--- config.mk ---
export PLATFORM = sky130hd
export DESIGN_NAME = dma_status_ctl
export DESIGN_NICKNAME = d
export VERILOG_FILES = /design/src/rtl/dma_stat_pkg.sv /design/src/rtl/dmactl_chan.sv /design/src/rtl/dmactl_master.sv /design/src/rtl/dmactl_rdmux.sv /design/src/rtl/dma_status_ctl.sv
export SDC_FILE = /design/constraint.sdc
export NUM_CORES = 1
export LEC_CHECK = 0
export CORE_AREA = 4 4 41 43
export DETAILED_ROUTE_END_ITERATION = 16
export DIE_AREA = 0 0 45 47
export GPL_ROUTABILITY_DRIVEN = 0
export SYNTH_ARGS = -nofsm -noshare
export SYNTH_HDL_FRONTEND = slang
export SYNTH_HIERARCHICAL = 1
export SYNTH_SLANG_ARGS = --single-unit
--- constraint.sdc ---
create_clock -name clk -period 1 [get_ports clk]
set_clock_uncertainty 0.15 [all_clocks]
set_input_delay 0.2 -clock clk [delete_from_list [all_inputs] [get_ports clk]]
set_output_delay 0.2 -clock clk [all_outputs]
set_load 0.02 [all_outputs]
--- src/rtl/dma_stat_pkg.sv ---
package dma_stat_pkg;
  localparam int REG_W     = 8;
  localparam int NCH       = 2;
  localparam int EN_LSB    = 6;
  localparam int GUARD_LSB = 4;
  localparam int IE_LSB    = 2;
  localparam int SPARE_BIT = 1;
  localparam int ME_BIT    = 0;
endpackage

--- src/rtl/dmactl_chan.sv ---
module dmactl_chan (
  input  logic clk,
  input  logic rst_n,
  input  logic wr_en,
  input  logic en_bit,
  input  logic guard_bit,
  input  logic ie_bit,
  input  logic term,
  output logic en,
  output logic ie,
  output logic set_req
);
  logic wr_ok;

  // a channel write is honoured only with its guard cleared
  assign wr_ok   = wr_en & ~guard_bit;
  assign set_req = wr_ok & en_bit;

  always_ff @(posedge clk or negedge rst_n) begin
    if (!rst_n) begin
      en <= 1'b0;
      ie <= 1'b0;
    end else begin
      if (term)       en <= 1'b0;
      else if (wr_ok) en <= en_bit;
      if (wr_en)      ie <= ie_bit;
    end
  end
endmodule

--- src/rtl/dmactl_master.sv ---
module dmactl_master #(
  parameter int NCH = 2
) (
  input  logic           clk,
  input  logic           rst_n,
  input  logic [NCH-1:0] set_req,
  input  logic           nmi,
  output logic           me
);
  always_ff @(posedge clk or negedge rst_n) begin
    if (!rst_n)        me <= 1'b0;
    else if (nmi)      me <= 1'b0;
    else if (|set_req) me <= 1'b1;
  end
endmodule

--- src/rtl/dmactl_rdmux.sv ---
module dmactl_rdmux
  import dma_stat_pkg::*;
#(
  parameter int N = NCH
) (
  input  logic [N-1:0]     en,
  input  logic [N-1:0]     ie,
  input  logic             me,
  output logic [REG_W-1:0] rd
);
  always_comb begin
    rd = '1;
    for (int i = 0; i < N; i++) begin
      rd[EN_LSB+i] = en[i];
      rd[IE_LSB+i] = ie[i];
    end
    rd[ME_BIT] = me;
  end
endmodule

--- src/rtl/dma_status_ctl.sv ---
module dma_status_ctl
  import dma_stat_pkg::*;
(
  input  logic             clk,
  input  logic             rst_n,
  input  logic             wr_en,
  input  logic [REG_W-1:0] wr_data,
  output logic [REG_W-1:0] rd_data,
  input  logic             nmi_pulse,
  input  logic [NCH-1:0]   term_strobe,
  output logic [NCH-1:0]   run_en,
  output logic             irq
);
  logic [NCH-1:0] ch_en, ch_ie, ch_set;
  logic           master;

  for (genvar g = 0; g < NCH; g++) begin : g_ch
    dmactl_chan u_chan (
      .clk      (clk),
      .rst_n    (rst_n),
      .wr_en    (wr_en),
      .en_bit   (wr_data[EN_LSB+g]),
      .guard_bit(wr_data[GUARD_LSB+g]),
      .ie_bit   (wr_data[IE_LSB+g]),
      .term     (term_strobe[g]),
      .en       (ch_en[g]),
      .ie       (ch_ie[g]),
      .set_req  (ch_set[g])
    );
  end

  dmactl_master #(.NCH(NCH)) u_master (
    .clk    (clk),
    .rst_n  (rst_n),
    .set_req(ch_set),
    .nmi    (nmi_pulse),
    .me     (master)
  );

  dmactl_rdmux #(.N(NCH)) u_rdmux (
    .en(ch_en),
    .ie(ch_ie),
    .me(master),
    .rd(rd_data)
  );

  assign run_en = ch_en & {NCH{master}};
  assign irq    = rst_n & (|(~ch_en & ch_ie));
endmodule

==> flow_summary_export.csv <==
group,metric,value,unit
setup_path,slowest_stage,"dfrtp_1",
clock_network,cts_num_sinks,5,
synth,synth_ff_type,"dfrtp_1",
setup_path,r2r-start,"g_ch[1].u_chan/ie$_DFFE_PN0P_",
layout,drive_above_1_share,55.9,%
layout,final_nets,74,
run_status,outcome,"finished with violations",
synth,yosysWarnings,6,
synth,synth_cell_type_count,13,
floorplan,chipWidth,45,um
clock_network,numCtsBuffers,3,
floorplan,num_io_pins,25,
grt,grt_pass1_vias,267,
synth,async_flop_share,100,%
floorplan,die_area,0.00212,sq mm
synth,syn-cell-area,333,sq um
floorplan,die_h,47,um
place,placed_area,572,sq um
setup_path,worstPathCellList,"nand2b_4 > a21boi_4 > buf_6",
synth,synth_area_leader_cell,"dfrtp_1",
clock_network,ctsHoldBuffers,0,
layout,post-route-util,50.3,%
timing,fin_ws,-0.380,ns
route,drtPass1Iterations,1,
run,maxCapViolCount,0,
timing,finalHoldViolations,0,
place,io_buffers,19,
power,total_leakage_power,0.327,nW
power,cellPowerDensity,1070,mW/mm^2
setup_path,crit_fanout,2,
grt,antenna_found_initial,0,
setup_path,r2r-end,"g_ch[1].u_chan/ie$_DFFE_PN0P_",
layout,diodes,0,
timing,whs,0.120,ns
timing,maxSlewViolCount,0,
synth,synth_edf_count,0,
clock_network,cts.path.max_buffers,2,
setup_path,criticalPathCategory,"flop to output pin",
route,vias,300,
timing,rsz0062_at_grt,"true",
route,wirelength,723,um
layout,register_area,125,sq um
setup_path,startpoint_type,"flop",
timing,setup-tns-final,-2.20,ns
layout,n_fill_cell,144,
run_status,failed_checks,"setup timing",
place,dp_hpwl,612,um
timing,fin_crit,1.38,ns
setup_path,reg2reg_depth,2,
layout,area_growth,96.6,%
layout,multi_input_area,204,sq um
power,ir_worst_vdd,0.550,mV
route,routedWlPerCell,9.77,um
synth,synth.area.top_cells,"dfrtp_1 (38%), buf_4 (18%), nand2b_1 (7.5%)",
synth,yosysMostFrequentCell,"buf_4",
grt,grt_pass1_wl,1060,um
grt,grt_max_degree,6,
layout,fin_area,654,sq um
clock_network,insertion_delay,0.23,ns
synth,yosysTopAreaCellShare,37.6,%
route,avgViaCountPerCell,4.05,
grt,grt_use_total,7.78,%
synth,yosysSeqAreaShare,37.6,%
hold_path,hp-class,"input pin to asynchronous set/reset pin",
setup_path,cp-end-kind,"output pin",
setup_path,slowest_delay,0.38,ns
clock_network,cts_tree,"yes",
route,drt_iter0_drc,0,
synth,syn_area_per_cell,10.1,sq um
synth,ys_ff_latch,5,
floorplan,initial_core_util,25.6,%
synth,synthCells,33,
route,drc,0,
setup_path,r2r_slack,-0.06,ns
floorplan,coreArea,0.00130,sq mm
clock_network,cts.htree.levels,1,
setup_path,worst_ep_arrival_time,1.03,ns
route,final_antenna_net_count,0,
grt,grt-ovfl-total,0,
layout,final_cell_count_no_fill,74,
clock_network,clkTransAtPathRegs,0.04,ns
clock_network,cts_root_buf,"clkbuf_4",
floorplan,row_count,13,
place,dp_cells,69,
timing,setup_viol,10,
synth,synth_commonest_cells,"buf_4 (8), dfrtp_1 (5), nand2b_1 (4)",
setup_path,crit_required,0.65,ns
timing,fmax,725,MHz
timing,period_share,138,%
logic make-up after synthesis:
| group | Yosys count | share of synthesized area (%) |
|---|---|---|
| AO/OA/AOI/OAI | 3 | 6.39 |
| buffers and inverters | 8 | 18.0 |
| flip-flops | 5 | 37.6 |
| multiplexers | 2 | 6.77 |
| other | 1 | 1.13 |
| AND/OR/NAND/NOR | 14 | 30.1 |
sequential cells by signal (all words and copies together) (netlist names):
| signal | flops |
|---|---|
| g_ch.u_chan/en | 2 |
| u_master/me | 1 |
| g_ch.u_chan/ie | 2 |
per-stage QoR:
step	setup slack [ns]	total power, mW
global placement	-0.784	0.449
floorplan	-0.0784	0.351
finish	-0.380	0.703
detailed placement	-0.789	0.450
global route	-0.426	0.756
CTS	-0.383	0.705
worst max-delay path: cells and delay by family (launching register included):
family | cells | cell delay, ns
buf+inv | 1 | 0.12
flops | 1 | 0.38
compound gates | 1 | 0.14
simple gates | 1 | 0.15
power by group:
part	total, mW	switching, mW	internal [mW]
Sequential	0.234	0.0155	0.218
Combinational	0.245	0.0932	0.152
Clock	0.225	0.0746	0.150
routing by layer:
layer	routed length [um]	track usage, %	share of wire [%]
met4	0	8.77	0
met5	0	0	0
met3	135	4.60	19
met2	319	11.0	44
met1	268	7.37	37
cells in the final DEF, fill, tap and decap left out, drive strengths merged:
| cell type | Yosys | final |
|---|---|---|
| nor2b | 2 | 2 |
| dlymetal6s2s | 0 | 2 |
| mux2 | 2 | 2 |
| dlygate4sd2 | 0 | 2 |
| buf | 8 | 17 |
| clkbuf | 0 | 5 |
| a21boi | 1 | 1 |
| nand2b | 4 | 4 |
| clkdlybuf4s50 | 0 | 6 |
| conb | 1 | 3 |
| nor2 | 1 | 1 |
| nand4bb | 2 | 2 |
| and2 | 4 | 4 |
| dfrtp | 5 | 5 |
| nor3 | 1 | 1 |
| o21ai | 2 | 2 |
what timing repair did:
action	4_1_cts	5_1_grt
resized for setup	54	13
gates cloned	0	0
setup buffers	0	2
pin swaps	2	2
endpoints found under the setup margin	13	11
endpoints found under the hold margin	0	0
cell type report:
| type | instances | share of cell area [%] |
|---|---|---|
| sequential | 5 | 19.1 |
| tap | 15 | 2.87 |
| multi-input combinational | 22 | 31.2 |
| clock buffer | 4 | 4.02 |
| timing repair buffer | 28 | 42.8 |
worst max path at each step:
stage,cells past startpoint,from,to
finish,3,g_ch[1].u_chan/en$_DFFE_PN0P_,irq
global route,3,g_ch[0].u_chan/en$_DFFE_PN0P_,irq
CTS,3,g_ch[1].u_chan/en$_DFFE_PN0P_,run_en[1]
detailed placement,3,rst_n,irq
global placement,3,rst_n,irq
floorplan,2,g_ch[1].u_chan/en$_DFFE_PN0P_,irq
Note: power is estimated with default switching activity, not from simulation.
